## src/rtl/pm_cap_pkg.sv

```systemverilog
package pm_cap_pkg;

  typedef enum logic [1:0] {
    PS_D0 = 2'b00,
    PS_D1 = 2'b01,
    PS_D2 = 2'b10,
    PS_D3 = 2'b11
  } pstate_e;

  // Fixed header locations (dword addresses) the OS walks to find the list
  localparam logic [5:0] STATUS_DW  = 6'h01;
  localparam logic [5:0] CAPPTR_DW  = 6'h05;
  localparam int         CAPFLAG_BIT = 20;   // bit 4 of status half-word
  localparam logic [7:0] PM_CAP_ID  = 8'h01;
  localparam logic [7:0] NEXT_NULL  = 8'h00;
  localparam logic [2:0] PM_VERSION = 3'b010;

  // Field positions in the control/status half-word
  localparam int PME_EN_BIT  = 8;
  localparam int PME_STS_BIT = 15;

  function automatic logic state_ok(logic [1:0] s, bit d1_ok, bit d2_ok);
    case (s)
      2'b01:   state_ok = d1_ok;
      2'b10:   state_ok = d2_ok;
      default: state_ok = 1'b1;
    endcase
  endfunction

  function automatic logic [15:0] pmc_word(bit d1_ok, bit d2_ok, logic [4:0] wake_mask);
    logic [15:0] w;
    w        = '0;
    w[2:0]   = PM_VERSION;
    w[9]     = d1_ok;
    w[10]    = d2_ok;
    w[15:11] = wake_mask;
    return w;
  endfunction

  function automatic logic is_d3_exit(logic [1:0] cur, logic [1:0] nxt);
    return (cur == PS_D3) && (nxt == PS_D0);
  endfunction

endpackage

```

## src/rtl/pm_state_ctl.sv

```systemverilog
module pm_state_ctl
  import pm_cap_pkg::*;
#(
  parameter bit SUP_D1 = 1'b1,
  parameter bit SUP_D2 = 1'b0
) (
  input  logic       clk,
  input  logic       rst_n,
  input  logic       st_we,
  input  logic       any_wr,
  input  logic [1:0] st_wd,
  output pstate_e    pstate,
  output logic       func_rst,
  output logic       d0_uninit,
  output logic       d3_exit_ev
);

  logic st_load;

  assign st_load    = st_we && state_ok(st_wd, SUP_D1, SUP_D2);
  assign d3_exit_ev = st_load && is_d3_exit(pstate, st_wd);

  always_ff @(posedge clk or negedge rst_n) begin
    if (!rst_n) begin
      pstate    <= PS_D0;
      func_rst  <= 1'b0;
      d0_uninit <= 1'b1;
    end else begin
      if (st_load) pstate <= pstate_e'(st_wd);
      func_rst <= d3_exit_ev;
      if (d3_exit_ev)  d0_uninit <= 1'b1;
      else if (any_wr) d0_uninit <= 1'b0;
    end
  end

endmodule

```

## src/rtl/pm_pme_ctx.sv

```systemverilog
module pm_pme_ctx (
  input  logic clk,
  input  logic rst_n,
  input  logic en_we,
  input  logic en_wd,
  input  logic sts_clr_ev,
  input  logic pme_req,
  output logic pme_en,
  output logic pme_sts
);

  // Only power-on reset reaches these flops; the function reset does not.
  always_ff @(posedge clk or negedge rst_n) begin
    if (!rst_n) begin
      pme_en  <= 1'b0;
      pme_sts <= 1'b0;
    end else begin
      if (en_we) pme_en <= en_wd;
      if (pme_req)         pme_sts <= 1'b1;
      else if (sts_clr_ev) pme_sts <= 1'b0;
    end
  end

endmodule

```

## src/rtl/pm_cfg_rdmux.sv

```systemverilog
module pm_cfg_rdmux
  import pm_cap_pkg::*;
#(
  parameter int          ADDR_W   = 6,
  parameter logic [7:0]  CAP_BASE = 8'hA0,
  parameter logic [15:0] PMC      = 16'h0000
) (
  input  logic [ADDR_W-1:0] addr,
  input  pstate_e           pstate,
  input  logic              pme_en,
  input  logic              pme_sts,
  output logic [31:0]       rdata
);

  localparam logic [ADDR_W-1:0] CAP_DW = ADDR_W'(CAP_BASE >> 2);
  localparam logic [ADDR_W-1:0] CSR_DW = CAP_DW + 1'b1;

  always_comb begin
    rdata = '0;
    if (addr == ADDR_W'(STATUS_DW)) begin
      rdata[CAPFLAG_BIT] = 1'b1;
    end else if (addr == ADDR_W'(CAPPTR_DW)) begin
      rdata[7:0] = CAP_BASE;
    end else if (addr == CAP_DW) begin
      rdata = {PMC, NEXT_NULL, PM_CAP_ID};
    end else if (addr == CSR_DW) begin
      rdata[1:0]         = pstate;
      rdata[PME_EN_BIT]  = pme_en;
      rdata[PME_STS_BIT] = pme_sts;
    end
  end

endmodule

```

## src/rtl/pm_cap_regs.sv

```systemverilog
module pm_cap_regs
  import pm_cap_pkg::*;
#(
  parameter int         ADDR_W    = 6,
  parameter logic [7:0] CAP_BASE  = 8'hA0,
  parameter bit         SUP_D1    = 1'b1,
  parameter bit         SUP_D2    = 1'b0,
  parameter logic [4:0] WAKE_MASK = 5'b11011
) (
  input  logic              clk,
  input  logic              rst_por_n,
  input  logic              cfg_wr,
  input  logic [ADDR_W-1:0] cfg_addr,
  input  logic [3:0]        cfg_be,
  input  logic [31:0]       cfg_wdata,
  output logic [31:0]       cfg_rdata,
  input  logic              pme_req,
  output logic              pme_out,
  output logic              func_rst,
  output logic              d0_uninit
);

  localparam logic [ADDR_W-1:0] CSR_DW = ADDR_W'(CAP_BASE >> 2) + 1'b1;
  localparam logic [15:0]       PMC    = pmc_word(SUP_D1, SUP_D2, WAKE_MASK);

  // Named internal events, also used by the bound checker
  logic    csr_wr;
  logic    st_we;
  logic    en_we;
  logic    sts_clr_ev;
  logic    d3_exit_ev;
  logic    pme_en;
  logic    pme_sts;
  pstate_e pstate;

  assign csr_wr     = cfg_wr && (cfg_addr == CSR_DW);
  assign st_we      = csr_wr && cfg_be[0];
  assign en_we      = csr_wr && cfg_be[1];
  assign sts_clr_ev = en_we && cfg_wdata[PME_STS_BIT];

  pm_state_ctl #(.SUP_D1(SUP_D1), .SUP_D2(SUP_D2)) u_state (
    .clk        (clk),
    .rst_n      (rst_por_n),
    .st_we      (st_we),
    .any_wr     (cfg_wr),
    .st_wd      (cfg_wdata[1:0]),
    .pstate     (pstate),
    .func_rst   (func_rst),
    .d0_uninit  (d0_uninit),
    .d3_exit_ev (d3_exit_ev)
  );

  pm_pme_ctx u_pme (
    .clk        (clk),
    .rst_n      (rst_por_n),
    .en_we      (en_we),
    .en_wd      (cfg_wdata[PME_EN_BIT]),
    .sts_clr_ev (sts_clr_ev),
    .pme_req    (pme_req),
    .pme_en     (pme_en),
    .pme_sts    (pme_sts)
  );

  pm_cfg_rdmux #(.ADDR_W(ADDR_W), .CAP_BASE(CAP_BASE), .PMC(PMC)) u_rd (
    .addr    (cfg_addr),
    .pstate  (pstate),
    .pme_en  (pme_en),
    .pme_sts (pme_sts),
    .rdata   (cfg_rdata)
  );

  assign pme_out = pme_en && pme_sts;

endmodule

```

## config.mk

```make
export PLATFORM = sky130hd
export DESIGN_NAME = pm_cap_regs
export DESIGN_NICKNAME = d
export VERILOG_FILES = /design/src/rtl/pm_cap_pkg.sv /design/src/rtl/pm_state_ctl.sv /design/src/rtl/pm_pme_ctx.sv /design/src/rtl/pm_cfg_rdmux.sv /design/src/rtl/pm_cap_regs.sv
export SDC_FILE = /design/constraint.sdc
export NUM_CORES = 1
export LEC_CHECK = 0
export ABC_AREA = 1
export BUFFER_PORTS_ARGS = -buffer_cell sky130_fd_sc_hd__buf_4
export CAP_MARGIN = 20
export CORE_MARGIN = 1
export CORE_UTILIZATION = 27
export DETAILED_ROUTE_END_ITERATION = 6
export HOLD_SLACK_MARGIN = 0.12
export MAX_ROUTING_LAYER = met4
export PLACE_DENSITY = 0.74
export SYNTH_ARGS = -nofsm -noshare
export SYNTH_HDL_FRONTEND = slang
export SYNTH_SLANG_ARGS = --single-unit
```

## constraint.sdc

```tcl
create_clock -name clk -period 1 [get_ports clk]
set_clock_uncertainty 0.2 [all_clocks]
set_input_delay 0 -clock clk [delete_from_list [all_inputs] [get_ports clk]]
set_output_delay 0 -clock clk [all_outputs]
set_load 0.01 [all_outputs]
```

== Word-level counts from Yosys, hierarchy flattened ==
Index checks and enable logic that the tools add are counted.
Word-level totals
  register bits after elaboration: 6
  word-level logic and storage cells: 39
  latch bits: 0
  bits of input ports: 46
  memory bits (writable): 0
  output and inout port bits: 35
  memories kept: 0
  bits in read-only memories: 0
Cells by class
  add/subtract/negate cells: 0
  equal/unequal tests: 6
  bitwise gates (word level): 0
  shifts and indexed selects: 0
  div/mod/pow operators: 0
  reductions and logical operators: 11
  multipliers: 0
  muxes and demuxes: 17
  $lt $le $gt $ge: 0
Operators by type and width (number)
  $mux W24: 1
  $mux W20: 1
  $mux W16: 1
  $eq A6 B6 Y1 const B: 2
  $mux W11: 1
  $mux W1: 10
  $logic_and A1 B1 Y1: 8
  $mux W8: 1
  $eq A6 B1 Y1 const B: 1
  $eq A6 B3 Y1 const B: 1
  $eq A2 B2 Y1 const B: 2
  $mux W2: 2
  $reduce_bool A2 Y1: 2
  $logic_not A2 Y1: 1

== Depth between registers and ports, before layout ==
Gate-level depths: netlist of the first run.
  word-level depth: 6
  gate-level depth with buffers: 7

== Cells and area by module ==
A second synthesis of the first run with hierarchy kept.
Second synthesis, totals
  cell total of the unflattened synthesis: 99
  area total of the unflattened synthesis: 629.4 um2
Modules (own cells, without submodules)
  pm_cfg_rdmux: area each 292.8 um2, cells an instance 50, sequential area each 0.0 um2, instances 1
  pm_state_ctl: area each 182.7 um2, cells an instance 23, sequential area each 101.3 um2, instances 1
  pm_pme_ctx: area each 80.1 um2, cells an instance 10, sequential area each 50.0 um2, instances 1
  pm_cap_regs: area each 73.8 um2, cells an instance 16, sequential area each 0.0 um2, instances 1

== Worst setup path before layout of the first run ==
OpenSTA, ideal clock, no wires.
  kind: flip-flop to flip-flop
  from: reg u_state.pstate[1]
  to: reg u_state.d0_uninit
  period minus slack after synthesis: 0.961 ns
  required time: 0.739 ns
  stages on the path, launching flop included: 5
  slack: 0.039 ns
  data arrival time: 0.700 ns
  path through: dfrtp_1 inv_1 nor3_1 nand4_1 nand2_1
Between the ends
  word-level cells in the longest chain between the ends: 4
  elaborated cells between the ends (all ways): 5
  those cells by class: eq/ne: 1; mux: 1; reduce/logical: 3
RTL lines
  start, declared: RTL line pm_state_ctl.sv:12  | output pstate_e pstate,
  start signal, assigned: RTL line pm_state_ctl.sv:29  | if (st_load) pstate <= pstate_e'(st_wd);
  $eq A2 B2 Y1 *: RTL line pm_cap_pkg.sv:41  | return (cur == PS_D3) && (nxt == PS_D0);
  $logic_and A1 B1 Y1 *: RTL line pm_cap_pkg.sv:41
  $logic_and A1 B1 Y1 *: RTL line pm_state_ctl.sv:21  | assign d3_exit_ev = st_load && is_d3_exit(pstate, st_wd);
  $mux W1 / $reduce_bool A2 Y1 (equally long branches)
  end signal, assigned: RTL line pm_state_ctl.sv:27  | d0_uninit <= 1'b1;
  end signal, assigned: RTL line pm_state_ctl.sv:31  | if (d3_exit_ev) d0_uninit <= 1'b1;
  end signal, assigned: RTL line pm_state_ctl.sv:32  | else if (any_wr) d0_uninit <= 1'b0;
  end, declared: RTL line pm_state_ctl.sv:14  | output logic d0_uninit,
Every way passes the cells marked *; elsewhere a longest branch is shown, timed or not.
A chain may end at the register's enable or synchronous reset.

== Worst setup path in the final report of the first run ==
  from: reg u_state.pstate[1]
  to: out cfg_rdata[1]
Between the ends
  word-level cells in the longest chain between the ends: 4
RTL lines
  $mux W2: RTL line pm_cfg_rdmux.sv:26  | end else if (addr == CSR_DW) begin
  $mux W2: RTL line pm_cfg_rdmux.sv:24  | end else if (addr == CAP_DW) begin
  $mux W8: RTL line pm_cfg_rdmux.sv:22  | end else if (addr == ADDR_W'(CAPPTR_DW)) begin
  $mux W20: RTL line pm_cfg_rdmux.sv:20  | if (addr == ADDR_W'(STATUS_DW)) begin
  end, declared: RTL line pm_cap_regs.sv:16  | output logic [31:0] cfg_rdata,
No other way between the ends.

==> results of run 1 <==
power by group:
group          internal [W]  total [W]  switching, W
Sequential         0.000252   0.000258    0.00000587
Clock              0.000151   0.000237     0.0000856
Combinational     0.0000958   0.000205      0.000109
Total              0.000499   0.000700      0.000201
sequential cells by signal, indices dropped and copies added, names as in the netlist:
register	count
u_state.d0_uninit	1
u_state.func_rst	1
u_state.pstate	2
u_pme.pme_sts	1
u_pme.pme_en	1
cells by family (layout without fill, tap and decap cells):
| family | count (synthesis) | in the layout | share of synthesized area, % |
|---|---|---|---|
| other cells | 1 | 19 | 0.6231 |
| compound gates | 1 | 1 | 1.040 |
| buf+inv | 39 | 61 | 39.92 |
| flops | 6 | 6 | 25.16 |
| simple gates | 37 | 37 | 33.26 |
Yosys cell counts:
master,count,area share [%]
inv_1,12,7.5
conb_1,1,0.62
inv_2,2,1.2
buf_4,25,31
nand3_1,3,2.5
nor3_1,1,0.83
nor2_4,4,7.5
nor2_1,9,5.6
nand3_4,1,2.9
nand2_1,14,8.7
or2_0,1,1.0
nand4_1,4,4.2
o22ai_1,1,1.0
dfstp_2,1,4.4
dfrtp_1,5,21
cells in the final DEF, fill, tap and decap left out, drive strengths merged:
master / Yosys / layout
dfrtp: 5 / 5
nor3: 1 / 1
nor2: 13 / 13
conb: 1 / 19
inv: 14 / 14
clkbuf: 0 / 4
nand3: 4 / 4
nand2: 14 / 14
dlygate4sd3: 0 / 6
dlymetal6s4s: 0 / 1
nand4: 4 / 4
o22ai: 1 / 1
dfstp: 1 / 1
or2: 1 / 1
buf: 25 / 36
metal layers:
metal  vias to the layer above  GRT usage (%)  wire length, um
li1                        289              -                -
met1                       256          12.76              478
met2                        34          21.46              657
met3                         0          5.296              117
met4                         0              0                0
met5                         -              -                0
worst max-delay path, delay by kind of cell, from the launching register on:
kind	cells	cell delay [ns]
and+or+nand+nor	1	0.03
DFF	1	0.38
buffers and inverters	3	0.28
worst paths after layout:
kind                       cells past startpoint                 to         startpoint
min reg2reg                                    2  u_state.d0_uninit  u_state.d0_uninit
max reg2reg                                    4  u_state.pstate[1]  u_state.pstate[1]
max                                            4       cfg_rdata[1]  u_state.pstate[1]
min                                            3  u_state.pstate[0]       cfg_wdata[0]
min in group asynchronous                      2       u_pme.pme_en          rst_por_n
max in group asynchronous                      2  u_state.d0_uninit          rst_por_n
through the flow:
step           total power [W]  cells  instance area [um^2]
4_1_cts              0.0007065    151                 907.1
2_1_floorplan        0.0003995    102                 669.4
6_report             0.0006998    151                 922.1
3_5_place_dp         0.0004272    138                 770.7
3_3_place_gp         0.0004230    138                 770.7
5_1_grt              0.0007551    151                 922.1
final cells by class:
type	count	area (um^2)
Timing Repair Buffer	43	361.6
Inverter	14	52.55
Tap cell	27	33.78
Sequential cell	6	151.4
Fill cell	213	1100
Clock buffer	4	26.28
Multi-Input combinational cell	57	296.5
what timing repair did:
item / in CTS / in global routing
endpoints found under the hold margin: 13 / 13
setup endpoints to repair: 8 / 10
pin swaps: 4 / 3
resized for setup: 8 / 4
buffers inserted: 1 / 1
==> results.md, run 1 <==
* Status: finished, violations left
* Failing checks: negative hold slack, negative setup slack
* Initial antenna violation count at 0
* CP max-delay cell: dfrtp_1
* Syn Std Cell Area at 601.8 um^2
* Pwr dens at 758.9 nW/um^2
* Num CTS Buffers at 3
* Max-cap viol count at 0
* Syn-to-layout area delta at 53.22%
* DR vias/cell at 3.834
* CP endpoint kind: output port
* Worst path arrival time at 0.92 ns
* Count of state elements after synthesis at 6
* Hold WS at -0.1672 ns
* DIE HEIGHT at 49.21 um
* Die ar. at 2422 um^2
* Fin nets at 171
* DR vias at 579
* Remaining antenna violation count at 0
* Dpl ws at -0.06882 ns
* CTS Hold Bufs at 8
* RSZ-0062 raised after global routing: yes
* CP max FO at 2
* Worst hold-check path type: primary input to flip-flop
* H-tree levels at 1
* Global-route wire length before repair at 2159 um
* TritonCTS clock tree: built
* Worst-path clk slew at 0.04 ns
* Peak VDD IR at 0.0007983 V
* Initial DRC Count at 4
* Post-detail-place hpwl at 1001 um
* Avg Inst Size Synth at 7.165 um^2
* Io pins at 81
* Distinct cells, synth at 15
* First-pass DRT Iterations at 4
* Critical path class: flip-flop to output port
* R2R Setup Slk at -0.03 ns
* RePlAce Congestion at 0.8193
* Core Region at 2022 um^2
* Layout cell share with drive strength beyond 1 at 41.94%
* CTS max path bufs at 2
* Leak pwr at 0.5230 nW
* Synth warn at 0
* Final WS setup at -0.1174 ns
* Final Setup Violations at 8
* DRC viols at 0
* Cells after synthesis at 84
* Clock tree sinks at 6
* Chip Width at 49.21 um
* FP Rows at 16
* Clock period minus worst slack at 1.117 ns
* Fmax at 0.8949 GHz
* CP required at 0.80 ns
* Ant. Diodes at 0
* Wirelength per Cell at 8.298 um
* Clock latency on the worst-skew pair at 0.24 ns
* Final WL at 1253 um
* CP dominant cell by count: buf_6
* Final core occ at 45.61%
* Vias in the first global route at 541
* Fin. Hold Viols at 11
* Largest net degree at the start of global routing at 7
* Sequential fraction of the synthesis area at 25.16%
* Fin. max-slew vios at 0
* Crit path cell chain: inv_2 -> buf_6 -> nor2_4 -> buf_6
* GRT Total Usage at 11.97%
* Clock root cell: clkbuf_4
* Final period util at 111.7%
* CP Launch Type: flip-flop
* Port Buf Inserts at 31
* Fin Setup TNS at -0.5192 ns
* Initial Util at 29.76%
* Worst path max stage delay at 0.38 ns
* Global route overflow at 0
Power figures use the tool's default switching activity.
==> run 2: changes to the inputs <==
--- a/config.mk
+++ b/config.mk
@@ -5,15 +5,16 @@
 export SDC_FILE = /design/constraint.sdc
 export NUM_CORES = 1
 export LEC_CHECK = 0
-export ABC_AREA = 1
+export ABC_CLOCK_PERIOD_IN_PS = 1000
 export BUFFER_PORTS_ARGS = -buffer_cell sky130_fd_sc_hd__buf_4
 export CAP_MARGIN = 20
 export CORE_MARGIN = 1
-export CORE_UTILIZATION = 27
+export CORE_UTILIZATION = 26
 export DETAILED_ROUTE_END_ITERATION = 6
 export HOLD_SLACK_MARGIN = 0.12
 export MAX_ROUTING_LAYER = met4
-export PLACE_DENSITY = 0.74
+export PLACE_DENSITY = 0.75
 export SYNTH_ARGS = -nofsm -noshare
 export SYNTH_HDL_FRONTEND = slang
 export SYNTH_SLANG_ARGS = --single-unit
+export TNS_END_PERCENT = 10
==> run 2 against run 1 <==
The flow still finishes with violations (negative hold slack, negative setup slack). Synthesized area fell by 8.5%. Largest power group unchanged. Register-to-register slack barely moved. Clock power rose by 3%. Wire length rose by 1.7%. Fmax fell by 11%. Largest cell class unchanged. Critical path depth did not move.
==> results.md, run 2 <==
* Status: finished, violations left
* Failing checks: negative hold slack, negative setup slack
* Synth warn at 0
* Placed insts at 124
* Simple-gate area share of the yosys netlist at 26.82%
* Initial DRC Count at 7
* Largest reg by FF count: u_state.pstate
* Max reg flops at 2
* Commonest non-fill, non-tap cells in the layout: 34 x buf_4, 19 x conb_1, 7 x buf_6
* H-tree levels at 1
* TritonCTS clock tree: built
* RePlAce Congestion at 0.7149
* Share of synthesized cell area in full adder, half adder and majority cells at 0%
* Comb power frac at 29.1%
* Main combinational cell family by area after synthesis: buffers and inverters
* Hold WS at -0.1788 ns
* Post-detail-place hpwl at 959.2 um
* Main flop type after synthesis: dfrtp_1
* CP required at 0.80 ns
* Multiplexer share of the synthesized area at 2.045%
* Distinct cells, synth at 25
* Final WS setup at -0.2579 ns
* Clock tree sinks at 6
* Switch Pwr at 0.0001981 W
* Ant. Diodes at 0
* DR vias/cell at 3.963
* Clock latency on the worst-skew pair at 0.25 ns
* Die ar. at 2305 um^2
* Post-synth top area cell: buf_4
* Clock root cell: clkbuf_4
* Pwr dens at 783.7 nW/um^2
* Cells after synthesis at 65
* DIE HEIGHT at 48.02 um
* Worst path max stage delay at 0.40 ns
* Largest net degree at the start of global routing at 8
* Int Power at 0.0005178 W
* Remaining antenna violation count at 0
* Layout cell share with drive strength beyond 1 at 51.40%
* GRT Total Usage at 12.26%
* Final period util at 125.8%
* Fin. Hold Viols at 9
* Global route overflow at 0
* Core Region at 1982 um^2
* Clock period minus worst slack at 1.258 ns
* Most used standard cell by instance count after synthesis: buf_4
* Multi-input logic area at 307.8 um^2
* Num CTS Buffers at 3
* CTS max path bufs at 2
* Fin. max-slew vios at 0
* Vias in the first global route at 471
* Initial Util at 27.78%
* First-pass DRT Iterations at 4
* Tot Pwr at 0.0007158 W
* Count of state elements after synthesis at 6
* # Post-CTS Setup Buffers at 0
* Syn Std Cell Area at 550.5 um^2
* Initial antenna violation count at 0
* EDFF count, synth at 0
* Worst-path clk slew at 0.05 ns
* Async set or reset register ratio after synthesis at 100.0%
* Max-cap viol count at 0
* CTS Hold Bufs at 6
* DR vias at 531
* Met3 usage at 7.170%
* CP max-delay cell: dfrtp_1
* Chip Width at 48.02 um
* Sequential power share at 36.6%
* Io pins at 81
* Top cells by area, synth: buf_4 34%, dfrtp_1 23%, dfstp_2 4.8%
* CP max FO at 2
* Final WL at 1274 um
* GRT met1 Usage at 11.34%
* Met2 Resource Use GR at 22.16%
* Peak VDD IR at 0.0009608 V
* Post-synthesis xor/xnor area fraction at 0%
* Dpl ws at -0.2345 ns
* CP Launch Type: flip-flop
* Fin nets at 154
* Crit path cell chain: buf_6 -> nor2b_1 -> nor3_1 -> buf_4
* Worst hold-check path type: primary input to flip-flop
* Clk pwr share at 34.3%
* Critical path class: flip-flop to output port
* Port Buf Inserts at 31
* Syn-to-layout area delta at 65.91%
* Commonest non-fill, non-tap cell in the layout: buf_4
* Commonest cells in the netlist: 25 x buf_4, 5 x dfrtp_1, 5 x nor2_1
* Leak pwr at 0.4765 nW
* CP endpoint kind: output port
* Final Non-Filler Cells at 134
* Avg Inst Size Synth at 8.470 um^2
* DRC viols at 0
* Wirelength per Cell at 9.507 um
* Filler cell count at 196
* Synth top area share at 34.09%
* Post-synthesis compound-gate area fraction at 6.591%
* Global-route wire length before repair at 1863 um
* Sequential fraction of the synthesis area at 27.50%
* Worst path arrival time at 1.06 ns
* Fmax at 0.7949 GHz
* Storage cell area at 151.4 um^2
* Busiest grt layer: met2
* FP Rows at 16
* Final Setup Violations at 17
* RSZ-0062 raised after global routing: yes
* Switching portion of total power at 27.67%
run 2: worst max-delay path: cells and delay by family, from the launching register on:
family	cells	cell delay, ns
buf+inv	2	0.26
flops	1	0.40
simple gates	2	0.15
run 2: per-stage QoR:
step | util (%) | TNS (ns) | instance area [um^2] | hold WS, ns
final | 46.09 | -2.082 | 913.4 | -0.1788
after global placement | 39.08 | -2.381 | 774.5 | -0.3901
after floorplan | - | -0.3677 | 639.4 | -0.4956
after detailed placement | 39.08 | -2.565 | 774.5 | -0.3888
after CTS | 45.39 | -2.530 | 899.6 | -0.1786
after global routing | 46.09 | -2.946 | 913.4 | -0.1843
run 2: worst paths after layout:
path / from / end / slack (ns) / depth (start not counted)
setup / recovery: u_state.pstate[0] / cfg_rdata[0] / -0.26 / 4
hold / removal: cfg_wr / u_state.d0_uninit / -0.18 / 3
setup reg to reg: u_state.pstate[0] / u_state.d0_uninit / -0.04 / 2
hold reg to reg: u_state.d0_uninit / u_state.d0_uninit / 0.31 / 2
max in group asynchronous: rst_por_n / u_state.d0_uninit / 0.49 / 2
min in group asynchronous: rst_por_n / u_state.func_rst / -0.10 / 2
run 2: layout make-up:
cell class | count | area share [%]
clock buffer | 4 | 2.877
multi-input combinational | 49 | 33.70
tap | 27 | 3.699
timing repair buffer | 46 | 42.33
inverter | 2 | 0.8219
sequential | 6 | 16.58
run 2: timing repair:
action	in CTS	in global routing
pin swaps	3	1
cloned	0	0
endpoints found under the hold margin	13	12
endpoints found under the setup margin	17	19
gates resized for setup	10	6
run 2: cells by family (layout without fill, tap and decap cells):
group,after synthesis,in the layout
AOI/OAI and AO/OA,5,5
buffers and inverters,28,52
DFF,6,6
muxes,1,1
other,1,19
and+or+nand+nor,24,24
run 2: power by group through the flow:
stage | clock network, W | registers [W] | logic [W]
3_3_place_gp | 0 | 0.000263 | 0.000169
5_1_grt | 0.000269 | 0.000263 | 0.000229
6_report | 0.000245 | 0.000262 | 0.000209
4_1_cts | 0.000251 | 0.000261 | 0.000202
2_1_floorplan | 0 | 0.000262 | 0.000132
3_5_place_dp | 0 | 0.000264 | 0.000172
run 2: routing by layer:
metal	up-vias	part of all wire, %
li1	257	-
met1	246	37
met2	28	55
met3	0	7.4
met4	0	0
met5	-	0
